==> src/rtl/acc_cpu_pkg.sv <==
// Package acc_cpu_pkg
// Shared types of the accumulator core: the operation codes, the states of the
// machine cycle and the bundle of control strobes from sequencer to datapath.
// Assumes a 4-bit operation code in the top bits of each instruction word.
package acc_cpu_pkg;

    localparam int OPC_W = 4;

    localparam logic [OPC_W-1:0] OPC_LOAD  = 4'b0001;
    localparam logic [OPC_W-1:0] OPC_STORE = 4'b0010;
    localparam logic [OPC_W-1:0] OPC_ADD   = 4'b0101;
    localparam logic [OPC_W-1:0] OPC_IEN   = 4'b0111;
    localparam logic [OPC_W-1:0] OPC_JUMP  = 4'b1000;
    localparam logic [OPC_W-1:0] OPC_RETI  = 4'b1111;

    typedef enum logic [3:0] {
        ST_FETCH,
        ST_FWAIT,
        ST_FLOAD,
        ST_DECODE,
        ST_RWAIT,
        ST_RCAP,
        ST_EXEC,
        ST_WRITE,
        ST_ICHECK
    } cpu_state_e;

    typedef struct packed {
        logic mar_from_pc;
        logic mar_from_ir;
        logic ir_load;
        logic pc_inc;
        logic pc_jump;
        logic pc_vector;
        logic pc_restore;
        logic mbr_from_mem;
        logic mbr_from_acc;
        logic acc_load;
        logic acc_add;
        logic acc_restore;
        logic ctx_save;
        logic ie_set;
    } cpu_ctrl_t;

endpackage

==> src/rtl/acc_cpu_alu.sv <==
// Module acc_cpu_alu
// Produces the value that the accumulator takes on a load or an add. With
// add_en low it passes the memory operand through; with add_en high it returns
// the sum modulo 2^W. Purely combinational; assumes both operands are W bits.
module acc_cpu_alu #(
    parameter int W = 16
) (
    input  logic [W-1:0] op_a,
    input  logic [W-1:0] op_b,
    input  logic         add_en,
    output logic [W-1:0] result
);

    // Select pass-through or wrapping sum.
    always_comb begin
        if (add_en) begin
            result = op_a + op_b;
        end else begin
            result = op_b;
        end
    end

endmodule

==> src/rtl/acc_cpu_ctrl.sv <==
// Module acc_cpu_ctrl
// Sequencer of the machine cycle: fetch (address, wait, capture), decode,
// operand read (address, wait, capture, execute) or write, then one interrupt
// check state per instruction. Assumes memory read data is valid exactly one
// cycle after the address register changes.
module acc_cpu_ctrl
    import acc_cpu_pkg::*;
(
    input  logic             clk,
    input  logic             rst_n,
    input  logic [OPC_W-1:0] opcode,
    input  logic             irq,
    input  logic             ie,
    output cpu_state_e       state_o,
    output cpu_ctrl_t        ctl_o,
    output logic             mem_we_o
);

    cpu_state_e state_q;
    cpu_state_e state_d;

    // State register; reset lands on the first fetch.
    always_ff @(posedge clk) begin
        if (!rst_n) begin
            state_q <= ST_FETCH;
        end else begin
            state_q <= state_d;
        end
    end

    // Next-state and strobe decode for the current state.
    always_comb begin
        state_d  = state_q;
        ctl_o    = '0;
        mem_we_o = 1'b0;
        case (state_q)
            ST_FETCH: begin
                ctl_o.mar_from_pc = 1'b1;
                state_d = ST_FWAIT;
            end
            ST_FWAIT: begin
                state_d = ST_FLOAD;
            end
            ST_FLOAD: begin
                ctl_o.ir_load = 1'b1;
                ctl_o.pc_inc  = 1'b1;
                state_d = ST_DECODE;
            end
            ST_DECODE: begin
                state_d = ST_ICHECK;
                case (opcode)
                    OPC_LOAD, OPC_ADD: begin
                        ctl_o.mar_from_ir = 1'b1;
                        state_d = ST_RWAIT;
                    end
                    OPC_STORE: begin
                        ctl_o.mar_from_ir  = 1'b1;
                        ctl_o.mbr_from_acc = 1'b1;
                        state_d = ST_WRITE;
                    end
                    OPC_JUMP: begin
                        ctl_o.pc_jump = 1'b1;
                    end
                    OPC_IEN: begin
                        ctl_o.ie_set = 1'b1;
                    end
                    OPC_RETI: begin
                        ctl_o.pc_restore  = 1'b1;
                        ctl_o.acc_restore = 1'b1;
                        ctl_o.ie_set      = 1'b1;
                    end
                    default: begin
                        state_d = ST_ICHECK;
                    end
                endcase
            end
            ST_RWAIT: begin
                state_d = ST_RCAP;
            end
            ST_RCAP: begin
                ctl_o.mbr_from_mem = 1'b1;
                state_d = ST_EXEC;
            end
            ST_EXEC: begin
                ctl_o.acc_load = (opcode == OPC_LOAD);
                ctl_o.acc_add  = (opcode == OPC_ADD);
                state_d = ST_ICHECK;
            end
            ST_WRITE: begin
                mem_we_o = 1'b1;
                state_d  = ST_ICHECK;
            end
            ST_ICHECK: begin
                if (irq && ie) begin
                    ctl_o.ctx_save  = 1'b1;
                    ctl_o.pc_vector = 1'b1;
                end
                state_d = ST_FETCH;
            end
            default: begin
                state_d = ST_FETCH;
            end
        endcase
    end

    assign state_o = state_q;

endmodule

==> src/rtl/acc_cpu_dpath.sv <==
// Module acc_cpu_dpath
// Register file of the core: program counter, instruction, address, buffer and
// accumulator registers, the interrupt enable flag and the two shadow registers
// used for the context save. Every register changes only on a strobe from the
// sequencer; assumes at most one source strobe per register per cycle.
module acc_cpu_dpath
    import acc_cpu_pkg::*;
#(
    parameter int                ADDR_W       = 12,
    parameter int                DATA_W       = 16,
    parameter logic [ADDR_W-1:0] HANDLER_ADDR = 'h100
) (
    input  logic              clk,
    input  logic              rst_n,
    input  cpu_ctrl_t         ctl,
    input  logic [DATA_W-1:0] mem_rdata,
    output logic [ADDR_W-1:0] pc_q,
    output logic [ADDR_W-1:0] mar_q,
    output logic [DATA_W-1:0] mbr_q,
    output logic [DATA_W-1:0] ir_q,
    output logic [DATA_W-1:0] acc_q,
    output logic              ie_q,
    output logic [ADDR_W-1:0] shpc_q,
    output logic [DATA_W-1:0] shacc_q
);

    localparam logic [ADDR_W-1:0] PC_STEP = 1;

    logic [DATA_W-1:0] alu_y;
    logic [ADDR_W-1:0] ir_field;

    assign ir_field = ir_q[ADDR_W-1:0];

    acc_cpu_alu #(.W(DATA_W)) u_alu (
        .op_a   (acc_q),
        .op_b   (mbr_q),
        .add_en (ctl.acc_add),
        .result (alu_y)
    );

    // Program counter: vector, restore, jump or step.
    always_ff @(posedge clk) begin
        if (!rst_n) begin
            pc_q <= '0;
        end else if (ctl.pc_vector) begin
            pc_q <= HANDLER_ADDR;
        end else if (ctl.pc_restore) begin
            pc_q <= shpc_q;
        end else if (ctl.pc_jump) begin
            pc_q <= ir_field;
        end else if (ctl.pc_inc) begin
            pc_q <= pc_q + PC_STEP;
        end
    end

    // Address register: drives the memory address.
    always_ff @(posedge clk) begin
        if (!rst_n) begin
            mar_q <= '0;
        end else if (ctl.mar_from_pc) begin
            mar_q <= pc_q;
        end else if (ctl.mar_from_ir) begin
            mar_q <= ir_field;
        end
    end

    // Instruction register: captures the fetched word.
    always_ff @(posedge clk) begin
        if (!rst_n) begin
            ir_q <= '0;
        end else if (ctl.ir_load) begin
            ir_q <= mem_rdata;
        end
    end

    // Buffer register: read data in, or accumulator out for a write.
    always_ff @(posedge clk) begin
        if (!rst_n) begin
            mbr_q <= '0;
        end else if (ctl.mbr_from_mem) begin
            mbr_q <= mem_rdata;
        end else if (ctl.mbr_from_acc) begin
            mbr_q <= acc_q;
        end
    end

    // Accumulator: restore on return, else load or add result.
    always_ff @(posedge clk) begin
        if (!rst_n) begin
            acc_q <= '0;
        end else if (ctl.acc_restore) begin
            acc_q <= shacc_q;
        end else if (ctl.acc_load || ctl.acc_add) begin
            acc_q <= alu_y;
        end
    end

    // Shadow registers: hold the interrupted context.
    always_ff @(posedge clk) begin
        if (!rst_n) begin
            shpc_q  <= '0;
            shacc_q <= '0;
        end else if (ctl.ctx_save) begin
            shpc_q  <= pc_q;
            shacc_q <= acc_q;
        end
    end

    // Interrupt enable: cleared on entry, set by enable or return.
    always_ff @(posedge clk) begin
        if (!rst_n) begin
            ie_q <= 1'b0;
        end else if (ctl.ctx_save) begin
            ie_q <= 1'b0;
        end else if (ctl.ie_set) begin
            ie_q <= 1'b1;
        end
    end

endmodule

==> src/rtl/acc_cpu.sv <==
// Module acc_cpu
// Top of the accumulator core. Joins the sequencer and the datapath and exposes
// the memory port plus the architectural registers. Assumes an external
// synchronous single-port memory with one cycle of read latency.
module acc_cpu
    import acc_cpu_pkg::*;
#(
    parameter int                ADDR_W       = 12,
    parameter logic [ADDR_W-1:0] HANDLER_ADDR = 'h100
) (
    input  logic                      clk,
    input  logic                      rst_n,
    input  logic                      irq,
    output logic [ADDR_W-1:0]         mem_addr,
    output logic                      mem_we,
    output logic [OPC_W+ADDR_W-1:0]   mem_wdata,
    input  logic [OPC_W+ADDR_W-1:0]   mem_rdata,
    output logic [ADDR_W-1:0]         pc_o,
    output logic [OPC_W+ADDR_W-1:0]   acc_o,
    output logic                      irq_en_o
);

    localparam int DATA_W = OPC_W + ADDR_W;

    cpu_state_e        state;
    cpu_ctrl_t         ctl;
    logic [ADDR_W-1:0] pc;
    logic [ADDR_W-1:0] mar;
    logic [DATA_W-1:0] mbr;
    logic [DATA_W-1:0] ir;
    logic [DATA_W-1:0] acc;
    logic              ie;
    logic [ADDR_W-1:0] shpc;
    logic [DATA_W-1:0] shacc;
    logic [OPC_W-1:0]  opcode;

    assign opcode = ir[DATA_W-1:ADDR_W];

    acc_cpu_ctrl u_ctrl (
        .clk      (clk),
        .rst_n    (rst_n),
        .opcode   (opcode),
        .irq      (irq),
        .ie       (ie),
        .state_o  (state),
        .ctl_o    (ctl),
        .mem_we_o (mem_we)
    );

    acc_cpu_dpath #(
        .ADDR_W       (ADDR_W),
        .DATA_W       (DATA_W),
        .HANDLER_ADDR (HANDLER_ADDR)
    ) u_dpath (
        .clk       (clk),
        .rst_n     (rst_n),
        .ctl       (ctl),
        .mem_rdata (mem_rdata),
        .pc_q      (pc),
        .mar_q     (mar),
        .mbr_q     (mbr),
        .ir_q      (ir),
        .acc_q     (acc),
        .ie_q      (ie),
        .shpc_q    (shpc),
        .shacc_q   (shacc)
    );

    assign mem_addr  = mar;
    assign mem_wdata = mbr;
    assign pc_o      = pc;
    assign acc_o     = acc;
    assign irq_en_o  = ie;

endmodule

==> config.mk <==
export PLATFORM = sky130hd
export DESIGN_NAME = acc_cpu
export DESIGN_NICKNAME = d
export VERILOG_FILES = /design/src/rtl/acc_cpu_pkg.sv /design/src/rtl/acc_cpu_alu.sv /design/src/rtl/acc_cpu_ctrl.sv /design/src/rtl/acc_cpu_dpath.sv /design/src/rtl/acc_cpu.sv
export SDC_FILE = /design/constraint.sdc
export NUM_CORES = 1
export LEC_CHECK = 0
export ABC_AREA = 1
export CORE_MARGIN = 4
export CORE_UTILIZATION = 35
export CTS_CLUSTER_DIAMETER = 100
export CTS_CLUSTER_SIZE = 12
export DETAILED_ROUTE_END_ITERATION = 8
export MAX_ROUTING_LAYER = met4
export PLACE_DENSITY = 0.66
export SYNTH_ARGS = -nofsm -noshare
export SYNTH_HDL_FRONTEND = slang
export SYNTH_SLANG_ARGS = --single-unit
==> constraint.sdc <==
create_clock -name clk -period 3.49 [get_ports clk]
set_input_delay 0.698 -clock clk [delete_from_list [all_inputs] [get_ports clk]]
set_output_delay 0.698 -clock clk [all_outputs]
set_load 0.005 [all_outputs]
Word-level counts from Yosys, hierarchy flattened

Index checks and enable logic that the tools add are counted.

Bitwise gates (word level): 1
Equal/unequal tests: 14
Add/sub/neg operators: 2
Mux-type cells: 30
Reductions and logical operators: 13

Operator list:

| cell                                                | count |
|---|---|
| two-way mux 16 bit                                  | 5 |
| two-way mux 12 bit                                  | 5 |
| one-hot mux 4 bit (7 select lines)                  | 1 |
| equality test 4 x 3 -> 1 bit, second input constant | 6 |
| adder 16 bit                                        | 1 |
| two-way mux 1 bit                                   | 15 |
| adder 12 x 1 -> 12 bit, second input constant       | 1 |
| equality test 4 x 2 -> 1 bit, second input constant | 3 |
| equality test 4 bit, second input constant          | 3 |
| two-way mux 9 bit                                   | 1 |
| equality test 4 x 1 -> 1 bit, second input constant | 2 |
| one-hot mux 4 bit (2 select lines)                  | 1 |
| OR reduction 2 bit                                  | 4 |
| nonzero test 2 bit                                  | 3 |
| zero test 4 bit                                     | 1 |
| two-way mux 2 bit                                   | 2 |
| nonzero test 4 bit                                  | 1 |
| nonzero test 3 bit                                  | 1 |
| OR reduction 3 bit                                  | 1 |
| logical AND 1 bit                                   | 1 |
| logical OR 1 bit                                    | 1 |
| NOT 1 bit                                           | 1 |

Flip-flop bits (word level): 105
Bits of input ports: 19

Depth between registers and ports, before layout

Gate-level depths: netlist (run 1).

Depth after elaboration: 6
Depth in mapped cells: 12
Gate-level depth less buffers: 12

Cells and area by module

Synthesis (run 1) repeated with hierarchy kept, for this count alone.

Cells, all modules: 817
Area total of the unflattened synthesis: 5725.5 µm²

Modules (own cells, without submodules):

| module        | times used | cells an instance | area each (µm²) | seq. area each (µm²) |
|---|---|---|---|---|
| acc_cpu_dpath | 1          | 540               | 4307.9          | 2021.9 |
| acc_cpu_alu   | 1          | 221               | 1088.5          | 0.0 |
| acc_cpu_ctrl  | 1          | 56                | 329.1           | 80.1 |

Worst setup path after synthesis (run 1)

No wires, ideal clock.

Path type: reg2reg
Start point: register u_dpath.acc_q[0]
End point: register u_dpath.acc_q[8]
Buffers on the path: 0
Required time: 3.358 ns
Setup time: 0.132 ns
Path slack: 1.787 ns
Data arrival time: 1.571 ns
Stages on the path, launching flop included: 11
Cell sequence: dfxtp_1 -> ha_1 -> fa_1 -> nand2_1 -> nand2_1 -> nand2_1 -> nand2_1 -> a21oi_1 -> nor2_1 -> o21ai_1 -> a21oi_1

Cells in the longest elaborated chain, start to end: 4

Ends and longest elaborated chain:

| element                | line                | text |
|---|---|---|
| start, declared        | acc_cpu_dpath.sv:21 | `output logic [DATA_W-1:0] acc_q,` |
| start signal, assigned | acc_cpu_dpath.sv:92 | `acc_q <= shacc_q;` |
| start signal, assigned | acc_cpu_dpath.sv:94 | `acc_q <= alu_y;` |
| adder 16 bit           | acc_cpu_alu.sv:17   | `result = op_a + op_b;` |
| two-way mux 16 bit     | acc_cpu_alu.sv:16   | `if (add_en) begin` |
| two-way mux 16 bit     | acc_cpu_dpath.sv:93 | `end else if (ctl.acc_load \|\| ctl.acc_add) begin` |
| two-way mux 16 bit     | acc_cpu_dpath.sv:91 | `end else if (ctl.acc_restore) begin` |

Every way passes these cells. The select of a mux whose other input is x is not followed.
A chain may end at the register's enable or synchronous reset.

Worst setup path after layout (run 1)

Start point: register u_ctrl.state_q[2] (netlist: u_ctrl.state_o[2])
End point: output mem_we

Cells in the longest elaborated chain, start to end: 2

Ends and longest elaborated chain:

| element                      | line               | text |
|---|---|---|
| start, declared              | acc_cpu_ctrl.sv:19 | `cpu_state_e state_q;` |
| start signal, assigned       | acc_cpu_ctrl.sv:27 | `state_q <= state_d;` |
| equality test 4 x 3 -> 1 bit | acc_cpu_ctrl.sv:36 | `case (state_q)` |
| two-way mux 1 bit            | acc_cpu_ctrl.sv:36 |  |
| end, declared                | acc_cpu.sv:15      | `output logic mem_we,` |

Every way passes these cells.

==> results.md, run 1 <==
- Status: complete, no violations
- Largest family of logic cells by synthesized area: simple AND/OR/NAND/NOR gates
- Antenna Nets Post-Route: 0
- Pin count of the biggest net entering global routing: 45
- Syn Inst Count: a little under 900
- Synth Area in XOR/XNOR: 0.0107
- Fmax: about 0.42 GHz
- Register bit total from synthesis: 105
- Tot GR Track Use: 0.186
- Share of post-route cells with drive strength above 1: 0.0476
- Comb pwr share: 0.215
- Clk root buf: clkbuf_16
- P_leak: 2.82 nW
- ANT cells: 0
- CTS Buf Count: 9
- Int Pwr: 2.15 mW
- DIE WIDTH: ~140 µm
- Post-Synth Adder-Cell Area: 0.0386
- Worst hold margin: approximately 0.45 ns
- Synth Area in Compound Gates: 0.215
- Crit-path max FO: 8
- Startpoint types: register
- Crit-path slowest cell: clkdlybuf4s50_1
- Final #Nets: 958
- Core area: 15900 µm²
- Drt wl/cell: 14.6 µm
- Mux cell area share after synthesis: 0
- Post-synth net total: 902
- Critical Path AT: 1.68 ns
- DP Area: 6610 µm²
- Setup crit end kind: primary output
- Crit share post-route: 0.682
- Crit Path Class: register to primary output
- Net Sw Frac: 0.304
- HP Class: register to register
- CTS max path bufs: 2
- Synthesis-to-layout area growth: 20.7%
- Worst slew margin: 0.457
- RePlAce Congestion: approximately 0.90
- Slack of the critical path: about 1.1 ns
- Final hold viol count: 0
- H-tree levels: 3
- # IOs: 77
- Seq pwr share: 0.467
- Clock sinks: roughly 110
- Hold_buf cts: 0
- Worst path top cell family by delay: buffers and inverters
- Setup TNS: 0 ns
- Worst Tran Pin Value: roughly 0.81 ns
- Initial drt markers: 471
- Max stage delay on crit path: 0.51 ns
- RSZ-0062 raised after global routing: false
- TritonCTS clock tree: yes
- Synth top area share: 0.369
- Post-Synth Simple-Gate Area: 0.256
- CTS resizes: 0
- Pwr/cell area: around 450 nW/µm²
- Worst-path cell chain: inv_1 > nor2_4 > nand2_1 > nor2_1 > clkdlybuf4s50_1
- Drt drc: 0
- Number of cells after detailed placement: about 1100
- CTS clk-pin slew, worst paths: 0.07 ns
- Max-slew violation count: 0
- Dpl ws: 0.938 ns
- Mapped Area: 5700 µm²
- Via density: 5.02
- Cell accounting for the most synthesized area: dfxtp_1
- Synth Area per Inst: 6.59 µm²
- Vias after detailed routing: 5729
- Cell Count, Final, Fillers Out: between 1000 and 1500
- Port bufs: 76
- Antenna violations before repair: 0
- Vias in the first global route: 5080
- Row count: 46
- Yosys Warn Count: 0
- Seq/Total Area, Yosys: 0.369
- CP required: between 2 and 3 ns
- Drt pass-1 iters: 5
- Die height: 136 µm
- Layout Utilization: 0.432
- Clock Skews: roughly 0.010 ns
- Cell area after layout: between 6000 and 7000 µm²
- Clk_lat worst skew: 0.35 ns
- First-pass GRT wire length: 26700 µm
- Max_cap viols: 0
- Tmin final: 2.38 ns
- Critical path buffer and inverter count: 2
- Initial Utilization: 0.358
- Grt total ovfl: 0
- Die ar.: 18400 µm²
- Post-CTS Setup Inserts: 0
- Area contributors post-synth: dfxtp_1 (37%), nand2_1 (13%), o21ai_0 (8.9%)
- Total power: 3.09 mW
- Clock power frac: 0.318
- Distinct cell type count after synthesis: 35
- VDD IR-drop max: 254 µV
- Routed wire length: 16600 µm
- P_sw: ~0.94 mW
- Post-DP HPWL: 12300 µm
- Setup Viol. Count Final: 0
[worst paths after layout]
kind         slack, ns                                to  cells after the start                             start
min reg2reg       0.45  u_dpath.shacc_q[12]$_SDFFE_PN0P_                      2  u_dpath.shacc_q[12]$_SDFFE_PN0P_
max               1.11                            mem_we                      5      u_ctrl.state_o[2]$_SDFF_PN0_
min               0.45  u_dpath.shacc_q[12]$_SDFFE_PN0P_                      2  u_dpath.shacc_q[12]$_SDFFE_PN0P_
max reg2reg       1.30     u_dpath.mar_q[6]$_SDFFE_PN0P_                      8      u_ctrl.state_o[3]$_SDFF_PN0_
[power by group through the flow]
stage	clock [mW]	combinational [mW]	sequential, mW
6_report	0.983	0.663	1.44
4_1_cts	1.00	0.662	1.44
3_5_place_dp	0	0.660	1.47
2_1_floorplan	0	0.409	1.43
3_3_place_gp	0	0.651	1.48
5_1_grt	1.05	0.751	1.46
[per-layer routing]
layer,vias to the layer above,global-route usage,part of all wire
met4,0,0.0515,0.021
met3,27,0.0386,0.066
li1,2916,-,-
met1,2591,0.253,0.46
met5,-,-,0
met2,195,0.281,0.45
[synth_stat cells (all sizes together)]
cell type  count
dfxtp        105
o211ai         8
fa             1
ha            16
o21ai        103
inv          121
or2            5
buf           17
o22ai          1
a21oi         84
nor3           8
nor2          84
a211oi        14
nand3         39
xor2           3
a31oi         18
clkbuf        21
clkinv         1
xnor2          4
nand2        207
nand3b         1
nand4          5
[worst min-delay path: cells and delay by family (launching register included)]
family                 cells  cell delay (ns)
flip-flops                 1             0.29
AO/OA/AOI/OAI              1             0.05
buffers and inverters      1             0.06
[flip-flops by register name, summed over array words and instances (netlist names)]
signal and count:
u_ctrl.state_o 4, u_dpath.shacc_q 16, u_dpath.acc_q 16, u_dpath.mar_q 12, u_dpath.pc_q 12, u_dpath.ie_q 1, u_dpath.ir_q 16, u_dpath.mbr_q 16
u_dpath.shpc_q 12
[layout make-up]
class / count / area (µm²)
fillers: 1670 / 9060
multi-input cells: 601 / 2970
flip-flops and latches: 105 / 2100
repair buffers: 83 / 808
inverters: 122 / 460
well taps: 216 / 270
clock buffers: 11 / 233
clock inverters: 3 / 43.8
[logic make-up after synthesis]
kind of cell,count (synthesis)
compound gates,228
xor+xnor,7
fa+ha+maj,17
buf+inv,160
flops,105
simple gates,349
[cell usage in the layout, fill, tap and decap left out, types with 2 or more instances in the layout]
cell type,synthesis,layout
o21ai_0,102,102
clkdlybuf4s50_1,0,75
o211ai_1,8,8
dfxtp_1,105,105
nor3_1,6,6
nand2_1,204,204
xor2_1,3,3
or2_2,5,5
xnor2_1,4,4
nand4_1,5,5
nand2_2,3,3
a21oi_1,83,83
inv_1,114,114
ha_1,16,16
a31oi_1,18,18
buf_4,3,7
nand3_1,38,38
inv_2,6,6
nor2_2,2,2
a211oi_1,14,14
nor2_4,3,3
nor2_1,79,79
clkbuf_1,21,2
clkbuf_16,0,9
No activity file was read; power rests on OpenSTA's default activity.
==> run 2: changes to the inputs <==
--- a/config.mk
+++ b/config.mk
@@ -12,7 +12,7 @@
 export CTS_CLUSTER_SIZE = 12
 export DETAILED_ROUTE_END_ITERATION = 8
 export MAX_ROUTING_LAYER = met4
-export PLACE_DENSITY = 0.66
+export PLACE_DENSITY = 0.68
 export SYNTH_ARGS = -nofsm -noshare
 export SYNTH_HDL_FRONTEND = slang
 export SYNTH_SLANG_ARGS = --single-unit
==> constraint.sdc (replaced) <==
create_clock -name clk -period 2 [get_ports clk]
set_input_delay 0.4 -clock clk [delete_from_list [all_inputs] [get_ports clk]]
set_output_delay 0.4 -clock clk [all_outputs]
set_load 0.005 [all_outputs]
==> run 2 against run 1 <==
Effect of this change: non-clock buffer count rose by 30; core utilization rose by 1.7 points; sequential power rose by 74%; largest power group unchanged; first-iteration DRC count shrank 23%; flip-flop and latch count stayed put; critical endpoint is now pc_o[7].
==> results.md, run 2 (synthesis gave the netlist of run 1 again) <==
- CP required: 1.60 ns (was 2.79 ns)
- Setup TNS: 0 ns (unchanged)
- Seq pwr share: 0.460 (was 0.467)
- Max_cap viols: 0 (unchanged)
- Worst path top cell family by delay: buffers and inverters (unchanged)
- # IOs: 77 (unchanged)
- Number of cells after detailed placement: 1156 (was 1127)
- Worst Tran Pin Value: 0.521 ns (was 0.810 ns)
- Most common cell after layout, fill and taps aside: nand2_1 (unchanged)
- Initial Utilization: 0.358 (unchanged)
- Vias after detailed routing: 5857 (was 5729)
- Max stage delay on crit path: 0.60 ns (was 0.51 ns)
- Hold depth: 3 (was 2)
- Setup Viol. Count Final: 0 (unchanged)
- Via density: 4.99 (was 5.02)
- Crit share post-route: 0.939
- Initial drt markers: 361 (was 471)
- Comb pwr share: 0.228 (was 0.215)
- Final #Nets: 988 (was 958)
- Pwr/cell area: 759 nW/µm² (was 449 nW/µm²)
- Fmax: 0.533 GHz
- FF-to-FF path depth: 10 (was 8)
- Share of post-route cells with drive strength above 1: 0.0825 (was 0.0476)
- Routed wire length: 17100 µm (was 16600 µm)
- Crit Path Class: register to primary output (unchanged)
- Net Sw Frac: 0.307 (was 0.304)
- First-pass GRT wire length: 27600 µm (was 26700 µm)
- FILL cells: 1644 (was 1670)
- Port bufs: 76 (unchanged)
- ANT cells: 0 (unchanged)
- Tmin final: 1.88 ns
- Cell area after layout: 7160 µm² (was 6880 µm²)
- Multi-input gate area: 2970 µm² (about the same)
- Setup crit end kind: primary output (unchanged)
- Drt drc: 0 (unchanged)
- Die ar.: 18400 µm² (unchanged)
- Vias in the first global route: 5393 (was 5080)
- Clock Skews: 0.0112 ns (was 0.0104 ns)
- DIE WIDTH: 136 µm (unchanged)
- Worst-path cell chain: clkdlybuf4s50_1 (was inv_1 > nor2_4 > nand2_1 > nor2_1 > clkdlybuf4s50_1)
- Crit-path max FO: 9 (was 8)
- Reg-to-reg slack, setup: 0.14 ns (was 1.30 ns)
- Crit-path slowest cell: clkdlybuf4s50_1 (unchanged)
- Most frequent cells in the layout: nand2_1 (204), inv_1 (113), dfxtp_1 (104) (was nand2_1 (204), inv_1 (114), dfxtp_1 (105))
- Core area: 15900 µm² (unchanged)
- Critical path buffer and inverter count: 1 (was 2)
- Pin count of the biggest net entering global routing: 36 (was 45)
- Cell Count, Final, Fillers Out: 1173 (was 1141)
- Clock sinks: 105 (unchanged)
- Grt total ovfl: 0 (unchanged)
- Row count: 46 (unchanged)
- Drt pass-1 iters: 5 (unchanged)
- RSZ-0062 raised after global routing: false (unchanged)
- Critical Path AT: 1.48 ns (was 1.68 ns)
- Int Pwr: 3.77 mW (was 2.15 mW)
- Tot GR Track Use: 0.192 (was 0.186)
- CTS max path bufs: 2 (unchanged)
- CTS Buf Count: 9 (unchanged)
- P_sw: 1.67 mW (was 0.939 mW)
- Clk_lat worst skew: 0.35 ns (about the same)
- Startpoint types: register (unchanged)
- Antenna violations before repair: 0 (unchanged)
- H-tree levels: 3 (unchanged)
- Reg2reg end: u_dpath.acc_q[15]$_SDFFE_PN0P_ (was u_dpath.mar_q[6]$_SDFFE_PN0P_)
- TritonCTS clock tree: yes (unchanged)
- Hold_sp: rst_n (was u_dpath.shacc_q[12]$_SDFFE_PN0P_)
- Final hold viol count: 0 (unchanged)
- Post-DP HPWL: 12900 µm (was 12300 µm)
- Die height: 136 µm (unchanged)
- Max-slew violation count: 0 (unchanged)
- RePlAce Congestion: 0.901 (about the same)
- VDD IR-drop max: 468 µV (was 254 µV)
- Clock power frac: 0.312 (was 0.318)
- Hold EP: u_dpath.shpc_q[2]$_SDFFE_PN0P_ (was u_dpath.shacc_q[12]$_SDFFE_PN0P_)
- Total power: 5.43 mW (was 3.09 mW)
- Clk root buf: clkbuf_16 (unchanged)
- P_leak: 3.00 nW (was 2.82 nW)
- Drt wl/cell: 14.5 µm (was 14.6 µm)
- HP Class: input port to register (was register to register)
- R2r startpoint: u_dpath.mbr_q[2]$_SDFFE_PN0P_ (was u_ctrl.state_o[3]$_SDFF_PN0_)
- Status: complete, no violations (unchanged)
- CTS clk-pin slew, worst paths: 0.07 ns (about the same)
- Synthesis-to-layout area growth: 25.5% (was 20.7%)
- FF/Latch Area: 2100 µm² (about the same)
- Worst slew margin: 0.653 (was 0.457)
- DP Area: 6860 µm² (was 6610 µm²)
- Antenna Nets Post-Route: 0 (unchanged)
## run 2: timing repair
item / CTS / global route
resized for setup: 0 / 5
pin swaps: 1 / 0
hold buffers: 0 / 0
endpoints found under the setup margin: 1 / 3
setup buffers: 1 / 0
## run 2: how the worst max path moves through the flow
stage | from | endpoint | slack, ns | cells after the start
final | u_dpath.pc_q[7]$_SDFFE_PP0P_ | pc_o[7] | 0.12 | 1
after detailed placement | irq | u_dpath.shacc_q[7]$_SDFFE_PN0P_ | 0.14 | 7
after CTS | u_ctrl.state_o[2]$_SDFF_PN0_ | mem_we | 0.02 | 5
after global placement | irq | u_dpath.shacc_q[15]$_SDFFE_PN0P_ | 0.18 | 7
after global routing | u_ctrl.state_o[1]$_SDFF_PN0_ | u_dpath.pc_q[10]$_SDFFE_PP0P_ | 0.008 | 12
after floorplan | u_dpath.acc_q[0]$_SDFFE_PN0P_ | u_dpath.acc_q[8]$_SDFFE_PN0P_ | 0.30 | 10
## run 2: final cells by class
type                    instances  area share
clock inverters                 2     0.00175
repair buffers                113       0.150
multi-input cells             601       0.415
inverters                     122      0.0643
well taps                     216      0.0378
flip-flops and latches        105       0.294
clock buffers                  14      0.0369
## run 2: power groups by stage
stage                     clock (mW)  combinational (mW)  sequential, mW
final                           1.70                1.24            2.50
after global routing            1.80                1.38            2.52
after CTS                       1.71                1.24            2.50
after detailed placement           0                1.24            2.54
after global placement             0                1.23            2.54
after floorplan                    0               0.714            2.50
## run 2: metrics by stage
stage          hold WS [ns]  utilization  worst slack, ns
3_3_place_gp          0.434        0.430            0.181
2_1_floorplan         0.425            -            0.297
6_report              0.406        0.449            0.123
4_1_cts               0.395        0.448           0.0208
3_5_place_dp          0.441        0.430            0.137
5_1_grt               0.405        0.449          0.00758
## run 2: per-layer routing
metal | up-vias | track usage | part of all wire
met3 | 28 | 0.0401 | 0.054
met5 | - | - | 0
met1 | 2711 | 0.251 | 0.46
met4 | 0 | 0.0532 | 0.017
li1 | 2977 | - | -
met2 | 141 | 0.303 | 0.47
